--- src/rtl/rfa_pkg.sv ---
package rfa_pkg;
  typedef enum logic {
    ARB_MISS_ASSUMED = 1'b0,
    ARB_STALL_ANY    = 1'b1
  } arb_mode_e;
endpackage

--- src/rtl/rfa_port_picker.sv ---
module rfa_port_picker #(
  parameter int NSLOT = 4,
  parameter int NPORT = 2,
  parameter int SW    = 2
) (
  input  logic [NSLOT-1:0]    req,
  output logic [NPORT-1:0]    pick_vld,
  output logic [NPORT*SW-1:0] pick_slot,
  output logic [NSLOT-1:0]    taken
);
  // lowest requesting slot takes port 0, next one port 1, and so on
  always_comb begin
    int n;
    n         = 0;
    pick_vld  = '0;
    pick_slot = '0;
    taken     = '0;
    for (int s = 0; s < NSLOT; s++) begin
      if (req[s] && n < NPORT) begin
        pick_vld[n]           = 1'b1;
        pick_slot[n*SW +: SW] = SW'(s);
        taken[s]              = 1'b1;
        n                     = n + 1;
      end
    end
  end
endmodule

--- src/rtl/rfa_stall_ctrl.sv ---
module rfa_stall_ctrl
  import rfa_pkg::*;
#(
  parameter arb_mode_e MODE   = ARB_MISS_ASSUMED,
  parameter int        RD_LAT = 2
) (
  input  logic clk,
  input  logic rst,
  input  logic any_pick,
  input  logic rem_any,
  output logic stall_q
);
  localparam int WW = (RD_LAT > 0) ? $clog2(RD_LAT + 1) : 1;

  generate
    if (MODE == ARB_STALL_ANY) begin : g_conv
      logic [WW-1:0] wait_q;
      always_ff @(posedge clk) begin
        if (rst) begin
          stall_q <= 1'b0;
          wait_q  <= '0;
        end else if (any_pick) begin
          // grant cycle: stay frozen, then cover the read latency
          stall_q <= 1'b1;
          wait_q  <= WW'(RD_LAT);
        end else if (stall_q) begin
          stall_q <= (wait_q != '0);
          wait_q  <= (wait_q != '0) ? wait_q - 1'b1 : '0;
        end else begin
          stall_q <= 1'b0;
          wait_q  <= '0;
        end
      end
    end else begin : g_assume
      // read stages are always present: freeze only on leftover misses
      always_ff @(posedge clk) begin
        if (rst) stall_q <= 1'b0;
        else     stall_q <= rem_any;
      end
    end
  endgenerate
endmodule

--- src/rtl/mrf_read_arbiter.sv ---
module mrf_read_arbiter
  import rfa_pkg::*;
#(
  parameter int        NSLOT  = 4,
  parameter int        NPORT  = 2,
  parameter int        NREG   = 128,
  parameter int        RD_LAT = 2,
  parameter arb_mode_e MODE   = ARB_MISS_ASSUMED,
  localparam int       RW     = $clog2(NREG),
  localparam int       SW     = (NSLOT > 1) ? $clog2(NSLOT) : 1
) (
  input  logic                clk,
  input  logic                rst,
  input  logic [NSLOT-1:0]    opnd_vld,
  input  logic [NSLOT-1:0]    opnd_hit,
  input  logic [NSLOT*RW-1:0] opnd_reg,
  output logic [NPORT-1:0]    gnt_vld,
  output logic [NPORT*RW-1:0] gnt_reg,
  output logic [NPORT*SW-1:0] gnt_slot,
  output logic                stall
);
  logic [NSLOT-1:0]    pend_q;
  logic [NSLOT*RW-1:0] pend_reg_q;
  logic [NSLOT-1:0]    src_mask, taken, rem;
  logic [NSLOT*RW-1:0] src_reg;
  logic [NPORT-1:0]    pick_vld;
  logic [NPORT*SW-1:0] pick_slot;
  logic                stall_q;
  logic [NPORT-1:0]    gnt_vld_q;
  logic [NPORT*RW-1:0] gnt_reg_q;
  logic [NPORT*SW-1:0] gnt_slot_q;

  // new group only when the backend moves; otherwise drain leftovers
  assign src_mask = stall_q ? pend_q     : (opnd_vld & ~opnd_hit);
  assign src_reg  = stall_q ? pend_reg_q : opnd_reg;
  assign rem      = src_mask & ~taken;

  rfa_port_picker #(.NSLOT(NSLOT), .NPORT(NPORT), .SW(SW)) u_picker (
    .req      (src_mask),
    .pick_vld (pick_vld),
    .pick_slot(pick_slot),
    .taken    (taken)
  );

  rfa_stall_ctrl #(.MODE(MODE), .RD_LAT(RD_LAT)) u_stall (
    .clk     (clk),
    .rst     (rst),
    .any_pick(|pick_vld),
    .rem_any (|rem),
    .stall_q (stall_q)
  );

  always_ff @(posedge clk) begin
    if (rst) pend_q <= '0;
    else     pend_q <= rem;
    if (!stall_q) pend_reg_q <= opnd_reg;
  end

  always_ff @(posedge clk) begin
    if (rst) begin
      gnt_vld_q  <= '0;
      gnt_reg_q  <= '0;
      gnt_slot_q <= '0;
    end else begin
      gnt_vld_q <= pick_vld;
      for (int p = 0; p < NPORT; p++) begin
        gnt_slot_q[p*SW +: SW] <= pick_slot[p*SW +: SW];
        gnt_reg_q[p*RW +: RW]  <= src_reg[pick_slot[p*SW +: SW]*RW +: RW];
      end
    end
  end

  assign gnt_vld  = gnt_vld_q;
  assign gnt_reg  = gnt_reg_q;
  assign gnt_slot = gnt_slot_q;
  assign stall    = stall_q;

  // ports fill from 0 upward in rising slot order
  generate
    for (genvar p = 1; p < NPORT; p++) begin : g_order_chk
      p_packed_ports_r4: assert property (@(posedge clk) disable iff (rst)
        gnt_vld_q[p] |-> (gnt_vld_q[p-1] &&
          (gnt_slot_q[p*SW +: SW] > gnt_slot_q[(p-1)*SW +: SW])));
    end
    if (MODE == ARB_MISS_ASSUMED) begin : g_assume_chk
      p_full_ports_when_stalled_r5: assert property (@(posedge clk) disable iff (rst)
        stall_q |-> (&gnt_vld_q));
      p_drain_continues_r5: assert property (@(posedge clk) disable iff (rst)
        stall_q |=> (|gnt_vld_q));
    end else begin : g_conv_chk
      p_grant_inside_stall_r7: assert property (@(posedge clk) disable iff (rst)
        (|gnt_vld_q) |-> stall_q);
      p_stall_after_miss_r7: assert property (@(posedge clk) disable iff (rst)
        (!stall_q && |(opnd_vld & ~opnd_hit)) |=> stall_q);
    end
  endgenerate
endmodule

--- config.mk ---
export PLATFORM = sky130hd
export DESIGN_NAME = mrf_read_arbiter
export DESIGN_NICKNAME = d
export VERILOG_FILES = /design/src/rtl/rfa_pkg.sv /design/src/rtl/rfa_port_picker.sv /design/src/rtl/rfa_stall_ctrl.sv /design/src/rtl/mrf_read_arbiter.sv
export SDC_FILE = /design/constraint.sdc
export NUM_CORES = 1
export LEC_CHECK = 0
export BUFFER_PORTS_ARGS = -buffer_cell sky130_fd_sc_hd__clkbuf_2
export CORE_AREA = 3 3 70 72
export CTS_BUF_LIST = sky130_fd_sc_hd__clkbuf_4 sky130_fd_sc_hd__clkbuf_8 sky130_fd_sc_hd__clkbuf_16
export CTS_CLUSTER_DIAMETER = 100
export DETAILED_ROUTE_END_ITERATION = 6
export DIE_AREA = 0 0 73 75
export PLACE_DENSITY = 0.75
export SYNTH_ARGS = -nofsm -noshare
export SYNTH_HDL_FRONTEND = slang
export SYNTH_SLANG_ARGS = --single-unit
--- constraint.sdc ---
create_clock -name clk -period 4.9 [get_ports clk]
set_input_delay 0.245 -clock clk [delete_from_list [all_inputs] [get_ports clk]]
set_output_delay 0.245 -clock clk [all_outputs]
set_load 0.01 [all_outputs]
* Yosys cells after proc, flatten, opt, wreduce, memory -nomap -nowiden
Cells that the tools add are included.
** Operators by class
- Add/sub/neg operators :: 5
- Magnitude comparators :: 9
- Bitwise logic cells :: 8
- Multiply operators :: 2
- Reduce and logical (&&, ||, !) cells :: 7
- Shift-type cells :: 8
- Muxes and demuxes :: 23
** Operator list (count)
- less-than comparator 32 x 3 -> 1 bit (second input constant) :: 4
- variable shift 2 x 33 -> 4 bit (first input constant) :: 3
- variable part select 2 x 33 -> 4 bit (first input constant) :: 3
- negator 32 -> 33 bit :: 2
- greater-or-equal comparator 32 x 1 -> 1 bit (second input constant) :: 2
- 2-to-1 mux 32 bit :: 2
- variable part select 28 x 6 -> 7 bit :: 2
- negator 2 -> 33 bit :: 1
- adder 32 x 2 -> 32 bit (second input constant) :: 1
- 2-to-1 mux 28 bit :: 1
- 2-to-1 mux 4 bit :: 4
- bitwise AND 4 bit :: 3
- multiplier 2 x 3 -> 5 bit (second input constant) :: 2
- bitwise mux 4 bit :: 2
- 2-to-1 mux 1 bit :: 8
- NOT 4 bit :: 2
- logical AND 1 bit :: 6
- 2-to-1 mux 2 bit :: 3
- less-than comparator 1 x 2 -> 1 bit (second input constant) :: 2
- OR 2 bit :: 2
- OR reduction 4 bit :: 1
- demux 1 bit (select 1 bit) :: 3
- adder 1 x 1 -> 2 bit (second input constant) :: 1
- OR 1 x 2 -> 2 bit :: 1
- greater-or-equal comparator 1 bit (second input constant) :: 1
** Word-level totals
- Output and inout bits :: 21
- Bits of input ports :: 38
- Logic and storage cells :: 68
- Flip-flop bits (word level) :: 53

* Depth between registers and ports, before layout
Gate-level depths: netlist of the first run.
- Depth after elaboration :: 16
- Depth in mapped cells :: 16

* By module
Synthesis of the first run repeated with hierarchy kept, for this count alone.
** Unflattened totals
- Cell total of the unflattened synthesis :: 229
- Area, all modules :: 2625.0 um^2
** Modules (own cells, without submodules)
- mrf_read_arbiter :: cells each 182, area each 2253.4 um^2, instances 1
- rfa_port_picker :: cells each 45, area each 337.8 um^2, instances 1
- rfa_stall_ctrl :: cells each 2, area each 33.8 um^2, instances 1

* Worst setup path after synthesis of the first run
Ideal clock, no wire load.
- Path type :: register -> register
- Start point :: register u_stall.stall_q
- End point :: register gnt_reg_q[10] (netlist: gnt_reg[10])
- Library setup time :: 0.132 ns
- Period minus slack after synthesis :: 3.496 ns
- Data required time :: 4.768 ns
- Stages on the path, launching flop included :: 15
- Path buffers :: 4
- Data arrival time :: 3.364 ns
- Slack :: 1.404 ns
- Cell sequence :: dfxtp_1 buf_6 clkbuf_1 buf_2 nand2b_1 ha_1 buf_2 and2_1 mux2_2 inv_1 ha_1 or3b_4 o41a_4 a22oi_1 a21oi_1
** Between the ends
- Word-level cells in the longest chain between the ends :: 14
** Ends and longest elaborated chain
- start: declaration :: RTL line rfa_stall_ctrl.sv:11 : output logic stall_q
- start signal: assignment :: RTL line rfa_stall_ctrl.sv:38 : else stall_q <= rem_any;
- 2-to-1 mux 4 bit :: RTL line mrf_read_arbiter.sv:34 : assign src_mask = stall_q ? pend_q : (opnd_vld & ~opnd_hit);
- 2-to-1 mux 1 bit :: RTL line rfa_port_picker.sv:19 : if (req[s] && n < NPORT) begin
- less-than comparator 1 x 2 -> 1 bit :: RTL line rfa_port_picker.sv:19
- logical AND 1 bit :: RTL line rfa_port_picker.sv:19
- 2-to-1 mux 32 bit :: RTL line rfa_port_picker.sv:19
- less-than comparator 32 x 3 -> 1 bit :: RTL line rfa_port_picker.sv:19
- logical AND 1 bit :: RTL line rfa_port_picker.sv:19
- 2-to-1 mux 32 bit :: RTL line rfa_port_picker.sv:19
- negator 32 -> 33 bit :: RTL line rfa_port_picker.sv:21 : pick_slot[n*SW +: SW] = SW'(s);
- variable part select 2 x 33 -> 4 bit or variable shift 2 x 33 -> 4 bit (tied branches) :: RTL line rfa_port_picker.sv:21
- bitwise mux 4 bit :: RTL line rfa_port_picker.sv:21
- 2-to-1 mux 4 bit :: RTL line rfa_port_picker.sv:19
- multiplier 2 x 3 -> 5 bit :: RTL line mrf_read_arbiter.sv:68 : gnt_reg_q[p*RW +: RW] <= src_reg[pick_slot[p*SW +: SW]*RW +: RW];
- variable part select 28 x 6 -> 7 bit (*) :: RTL line mrf_read_arbiter.sv:68
- end signal: indexed assignment :: RTL line mrf_read_arbiter.sv:68
- end: declaration :: RTL line mrf_read_arbiter.sv:30 : logic [NPORT*RW-1:0] gnt_reg_q;
Mark *: on every way between the ends. The rest lies on a longest branch, timed or not.
A chain may end at the register's enable or synchronous reset.

* Final worst setup path of the first run
- Start point :: register u_stall.stall_q
- End point :: register gnt_reg_q[8] (netlist: gnt_reg[8])
The elaborated chain is that of the path after synthesis.

==> metrics.txt, run 1 <==
CTS clk-pin slew, worst paths=0.09 ns; switch share=0.253; core area=4350 sq um; largest net degree at the start of global routing=24; synthesis-stage register bit count=51; most frequent cell after synthesis=dfxtp_1; FILL cells=393; hold path startpoint=opnd_reg[4]; Internal Dissipation=0.000641 W; top post-synthesis cells by area=dfxtp_1, mux2_2, a22oi_1; DRT Pass-1 Iters=4; worst endpoint required time=5.08 ns; mapped cell area=2260 sq um; cell area after layout=2670 sq um; H-tree Lvls=2; first-pass GRT wire length=7.33 mm; worst r2r path cells=10; xor-xnor portion of the synthesized cell area=0.00773; Post-CTS Setup Inserts=0; Max clock buf depth=2; Worst-Skew Late Latency=0.30 ns; dominant cell type by area after synthesis=dfxtp_1; Pwr Density=322 nW/um^2; crit end category=flop; Startpoint Class=flop; worst r2r src=u_stall.stall_q$_SDFF_PP0_; Total GRT Usage=0.175; Post-synth top flop=dfxtp_1; critical path depth=10; Critical-path top delay cell=dfxtp_1; combinational power share=0.169; Net Count, Synth=256; IO Port Bufs=58; Slew Limit Fails=0; routed vias/inst=5.41; met1 wire length=2.15 mm; Met2 Wirelength=2.07 mm; WL met3=298 microns; grt total ovfl=0; die area=5480 sq um; max cap viols=0; setup TNS=0 ns; sequential fraction of design power=0.529; crit path DAT=3.60 ns; Compound-Gate Fraction of Synth Area=0.176; die extent in x=73 microns; cells along the critical path=buf_4, nand2_1, a21oi_2, mux2_2, inv_1, ha_1, or3b_4, o41a_4, a22oi_1, a21oi_1; FF+latch area=1020 sq um; mux cell area share after synthesis=0.176; vias in the first global route=1,577; Die Y=75 microns; Leakage=1.14 nW; Final Critical Period=3.42 ns; clock sink count=51; crit-path max cell delay=0.79 ns; Hold Path Class=primary input to flop; Seq/Total Area, Yosys=0.451; yosys warns=0; critical path class=flop to flop; Highest Clock Rate=292 MHz; Max VDD drop=113 uV; via count=1,742; Post-Synthesis Cells=214; Final Skew=0.00435 ns; Syn Area/Cell=10.6 sq um; nets=311; remaining antenna violation count=0; share of layout cells above drive strength 1=0.404; Crit path buffers/inverters=2; # IOs=59; Netlist cell types=42; Reg2Reg Setup Slack=1.48 ns; Initial Util=0.520; Area Growth Syn to Fin=17.7%; CTS Hold Bufs=0; Yosys top cell area share=0.451; uppermost layer routed=met4; WL per Instance=14.3 microns; Synth async-reset ratio=0; Clk pwr share=0.302; top cells by count, synth=dfxtp_1, mux2_2, a21oi_1; max FFs per register=28; worst hold stages=3; run status=finished clean; synthesized-area fraction occupied by and/or/nand/nor cells=0.124; sw power=0.000217 W; ANT cells=0; period utilization=0.698; FP Rows=24; TritonCTS Buffers=5; Critical Path Fanout Max=23; DR DRC count=0; multi-input gate area in the final layout=1150 sq um; final setup violation count=0; cell family with most CP delay=compound AO/OA/AOI/OAI gates; RSZ-0062 raised after global routing=false; CTS tree=done; EDFF count, synth=0; r2r endpoint=gnt_reg[8]$_SDFF_PP0_; Worst Tran Pin Value=0.768 ns; Final Hold Fails=0; Critical Path Source=u_stall.stall_q$_SDFF_PP0_; synthesized-area fraction occupied by adder cells=0.0221; Hold EP=pend_reg_q[4]$_DFF_P_; initial antenna violation count=0; DRT iter0 DRCs=103; CTS root buf=clkbuf_8; Post-CTS Resized=0; GPL Wtd Cong=0.814; largest family of logic cells by synthesized area=compound AO/OA/AOI/OAI gates; DP Area=2560 sq um; DRT Wirelength=4.62 mm; Slew HR=0.486; Final Util=0.612; DPL Wire Length=3.44 mm
-- worst min-delay path, delay by kind of cell --
family / cells / cell delay, ns
buffers and inverters: 2 / 0.13
multiplexers: 1 / 0.08
-- power by group through the flow --
| stage | registers (W) | clock network, W | logic, W |
|---|---|---|---|
| floorplan | 0.000469 | 0 | 0.0000928 |
| global placement | 0.000463 | 0 | 0.000142 |
| detailed placement | 0.000463 | 0 | 0.000144 |
| CTS | 0.000454 | 0.000267 | 0.000145 |
| global route | 0.000456 | 0.000281 | 0.000161 |
| finish | 0.000453 | 0.000259 | 0.000145 |
-- how the worst max path moves through the flow --
stage / end / slack, ns
6_report: gnt_reg[8]$_SDFF_PP0_ / 1.48
5_1_grt: gnt_reg[12]$_SDFF_PP0_ / 1.20
4_1_cts: gnt_reg[10]$_SDFF_PP0_ / 1.46
3_5_place_dp: gnt_reg[10]$_SDFF_PP0_ / 1.49
3_3_place_gp: gnt_reg[11]$_SDFF_PP0_ / 1.57
2_1_floorplan: gnt_reg[10]$_SDFF_PP0_ / 1.40
-- cells by family (layout without fill, tap and decap cells) --
kind of cell / Yosys count / count (layout)
adder cells (fa/ha/maj): 4 / 4
flip-flops: 51 / 51
multiplexers: 36 / 36
AND/OR/NAND/NOR: 44 / 44
XOR/XNOR: 2 / 2
other: 1 / 1
AO/OA/AOI/OAI: 57 / 57
buffers and inverters: 19 / 75
-- cell usage in the layout (no fill, tap or decap), types with 6 or more instances in the layout --
cell,synthesis,final
clkbuf_2,0,58
mux2i_1,6,6
a21oi_1,22,22
mux2_2,30,30
nand2_1,6,6
a22oi_1,18,18
clkbuf_8,0,7
nor2_1,9,9
dfxtp_1,51,51
inv_1,7,7
-- layer usage --
metal | vias up | GRT usage
met5 | - | 0
met1 | 793 | 0.228
met2 | 61 | 0.277
met4 | 0 | 0.0758
met3 | 7 | 0.0441
li1 | 881 | -
-- layout make-up --
type | count | share of cell area
clock buffer | 7 | 0.0361
clock inverter | 1 | 0.00282
inverter | 8 | 0.0113
multi-input combinational | 144 | 0.431
sequential | 51 | 0.383
tap | 52 | 0.0244
timing repair buffer | 59 | 0.112
-- metrics by stage --
stage / hold WS (ns) / setup slack [ns] / cells / power, W
floorplan: 0.390 / 1.40 / 214 / 0.000562
global route: 0.178 / 1.20 / 322 / 0.000897
global placement: 0.471 / 1.57 / 314 / 0.000605
detailed placement: 0.471 / 1.49 / 314 / 0.000608
CTS: 0.180 / 1.46 / 322 / 0.000865
finish: 0.184 / 1.48 / 322 / 0.000858
No activity file was read; power rests on OpenSTA's default activity.
==> run 2, diff against run 1 <==
ABC_AREA = 1   (was not set)
CORE_AREA = 3 3 72 74   (was 3 3 70 72)
DIE_AREA = 0 0 75 77   (was 0 0 73 75)
PLACE_DENSITY = 0.74   (was 0.75)
clock period = 3.55 ns   (was 4.9 ns; I/O delays follow)
==> metrics.txt, run 2 <==
run status=finished clean; die area=5780 sq um (+5.5%); DRT iter0 DRCs=190 (+84%); first-pass GRT wire length=9.50 mm (+30%); core area=4660 sq um (+7.0%); FF+latch area=1020 sq um (unchanged); CTS root buf=clkbuf_8; DR DRC count=0 (unchanged); period utilization=0.833 (+0.135); setup TNS=0 ns (unchanged); Final Critical Period=2.96 ns (-0.465 ns); Final Non-Filler Cells=431 (+34%); Post-Synthesis Cells=322 (+50%); worst endpoint required time=3.73 ns (-1.35 ns); Net Count, Synth=364 (+42%); Final Hold Fails=0 (unchanged); CTS clk-pin slew, worst paths=0.09 ns (about the same); DRT Pass-1 Iters=5 (+1); final setup violation count=0 (unchanged); initial antenna violation count=0 (unchanged); crit path DAT=3.13 ns (-0.47 ns); FP Rows=25 (+4.2%); Worst Tran Pin Value=0.552 ns (-0.216 ns); Max VDD drop=258 uV (+130%); most frequent cell after synthesis=nand3_1; top cells by count, synth=nand3_1, dfxtp_1, nand2_1; multi-input gate area in the final layout=1140 sq um (-1.1%); Slew HR=0.632 (+0.145); Post-CTS Resized=0 (unchanged); share of layout cells above drive strength 1=0.326 (-0.0774); Syn Area/Cell=7.50 sq um (-29%); max cap viols=0 (unchanged); worst r2r path cells=17 (+7); Netlist cell types=23 (-45%); remaining antenna violation count=0 (unchanged); WL per Instance=13.1 microns (-8.6%); yosys warns=0 (unchanged); cells along the critical path=buf_4, nor2_1, nand2_2, inv_2, ha_1, inv_1, nand3_1, nand2_1, nand2_2, nand2_2, ha_1, inv_1, nand4_4, nand2_2, nand2_1, nand3_1, a21oi_1; DPL Wire Length=4.04 mm (+18%); Critical Path Fanout Max=16 (-30%); Synth async-reset ratio=0 (unchanged); nets=418 (+34%); crit-path max cell delay=0.34 ns (-0.45 ns); Post-CTS Setup Inserts=0 (unchanged); Slew Limit Fails=0 (unchanged); worst r2r src=u_stall.stall_q$_SDFF_PP0_; RSZ-0062 raised after global routing=false; Seq/Total Area, Yosys=0.423 (-0.0282); TritonCTS Buffers=5 (unchanged); Yosys top cell area share=0.423 (-0.0282); CTS tree=done; critical path class=flop to flop; DRT Wirelength=5.65 mm (+22%); crit end category=flop; # IOs=59 (unchanged); Final Skew=0.00647 ns (+0.00212 ns); IO Port Bufs=58 (unchanged); Area Growth Syn to Fin=16.0%; synthesis-stage register bit count=51 (unchanged); CTS Hold Bufs=0 (unchanged); Total GRT Usage=0.209 (+0.0333); Hold EP=pend_reg_q[3]$_DFF_P_; Die Y=77 microns (+2.7%); Startpoint Class=flop; Initial Util=0.518 (-0.00173); via count=2,264 (+30%); post-placement cell count=423 (+35%); worst hold stages=3 (unchanged); Hold Path Class=primary input to flop; Highest Clock Rate=338 MHz (+16%); Leakage=1.42 nW (+24%); r2r endpoint=gnt_reg[6]$_SDFF_PP0_; dominant cell type by area after synthesis=dfxtp_1; most frequent CP cell=nand2_2; EDFF count, synth=0 (unchanged); grt total ovfl=0 (unchanged); mapped cell area=2420 sq um (+6.7%); Reg2Reg Setup Slack=0.59 ns (-0.89 ns); Post-synth top flop=dfxtp_1; largest net degree at the start of global routing=31 (+29%); Pwr Density=417 nW/um^2 (+30%); FILL cells=459 (+17%); Worst-Skew Late Latency=0.30 ns (about the same); ANT cells=0 (unchanged); Critical-path top delay cell=dfxtp_1; clock sink count=51 (unchanged); Max clock buf depth=2 (unchanged); most frequent cells in the layout=nand3_1, clkbuf_2, dfxtp_1; H-tree Lvls=2 (unchanged); top post-synthesis cells by area=dfxtp_1, nand3_1, or2_2; most common cell after layout, fill and taps aside=nand3_1; hold path startpoint=opnd_reg[3]; GPL Wtd Cong=0.851 (+4.5%); vias in the first global route=2,016 (+28%); max FFs per register=28 (unchanged); die extent in x=75 microns (+2.7%); routed vias/inst=5.25 (-2.9%)
[run 2: through the flow]
step / utilization / setup WS [ns] / instance area (sq um) / total power (W) / hold slack (ns)
floorplan: - / 1.08 / 2420 / 0.000781 / 0.291
global route: 0.601 / 0.325 / 2800 / 0.00123 / 0.188
global placement: 0.582 / 0.731 / 2710 / 0.000846 / 0.472
CTS: 0.601 / 0.614 / 2800 / 0.00117 / 0.164
finish: 0.601 / 0.594 / 2800 / 0.00117 / 0.167
detailed placement: 0.582 / 0.671 / 2710 / 0.000850 / 0.474
[run 2: power breakdown]
group,internal [W],switching (W)
Clock,0.000146,0.000186
Combinational,0.0000807,0.000134
Sequential,0.000613,0.00000967
[run 2: layout make-up]
cell class                      instances  share of cell area
Clock buffer                            6              0.0272
Multi-Input combinational cell        210               0.405
Timing Repair Buffer                   61               0.112
Sequential cell                        51               0.364
Inverter                               47              0.0629
Clock inverter                          2             0.00446
Tap cell                               54              0.0241
[run 2: logic make-up after synthesis]
logic type / Yosys count / share of synthesized area
fa+ha+maj: 4 / 0.0207
simple gates: 156 / 0.344
buf+inv: 61 / 0.107
compound gates: 49 / 0.104
flops: 51 / 0.423
other cells: 1 / 0.00155
[run 2: critical path, delay by kind of cell (launching register included)]
family	cells	cell delay [ns]
AND/OR/NAND/NOR	10	1.44
buffers and inverters	4	0.48
adder cells (fa/ha/maj)	2	0.48
flip-flops	1	0.34
AO/OA/AOI/OAI	1	0.08
[run 2: metal layers]
| layer | routed length, microns | part of all wire | track usage |
|---|---|---|---|
| met5 | 0 | 0 | 0 |
| met4 | 77 | 0.014 | 0.0516 |
| met3 | 427 | 0.076 | 0.0406 |
| met2 | 2570 | 0.45 | 0.321 |
| met1 | 2580 | 0.46 | 0.296 |
[run 2: worst max path at each step]
| stage | from | end | cells past startpoint |
|---|---|---|---|
| 2_1_floorplan | u_stall.stall_q$_SDFF_PP0_ | gnt_reg[5]$_SDFF_PP0_ | 16 |
| 3_3_place_gp | u_stall.stall_q$_SDFF_PP0_ | gnt_reg[6]$_SDFF_PP0_ | 16 |
| 3_5_place_dp | u_stall.stall_q$_SDFF_PP0_ | gnt_reg[6]$_SDFF_PP0_ | 16 |
| 4_1_cts | u_stall.stall_q$_SDFF_PP0_ | gnt_reg[6]$_SDFF_PP0_ | 17 |
| 5_1_grt | u_stall.stall_q$_SDFF_PP0_ | gnt_reg[0]$_SDFF_PP0_ | 17 |
| 6_report | u_stall.stall_q$_SDFF_PP0_ | gnt_reg[6]$_SDFF_PP0_ | 17 |
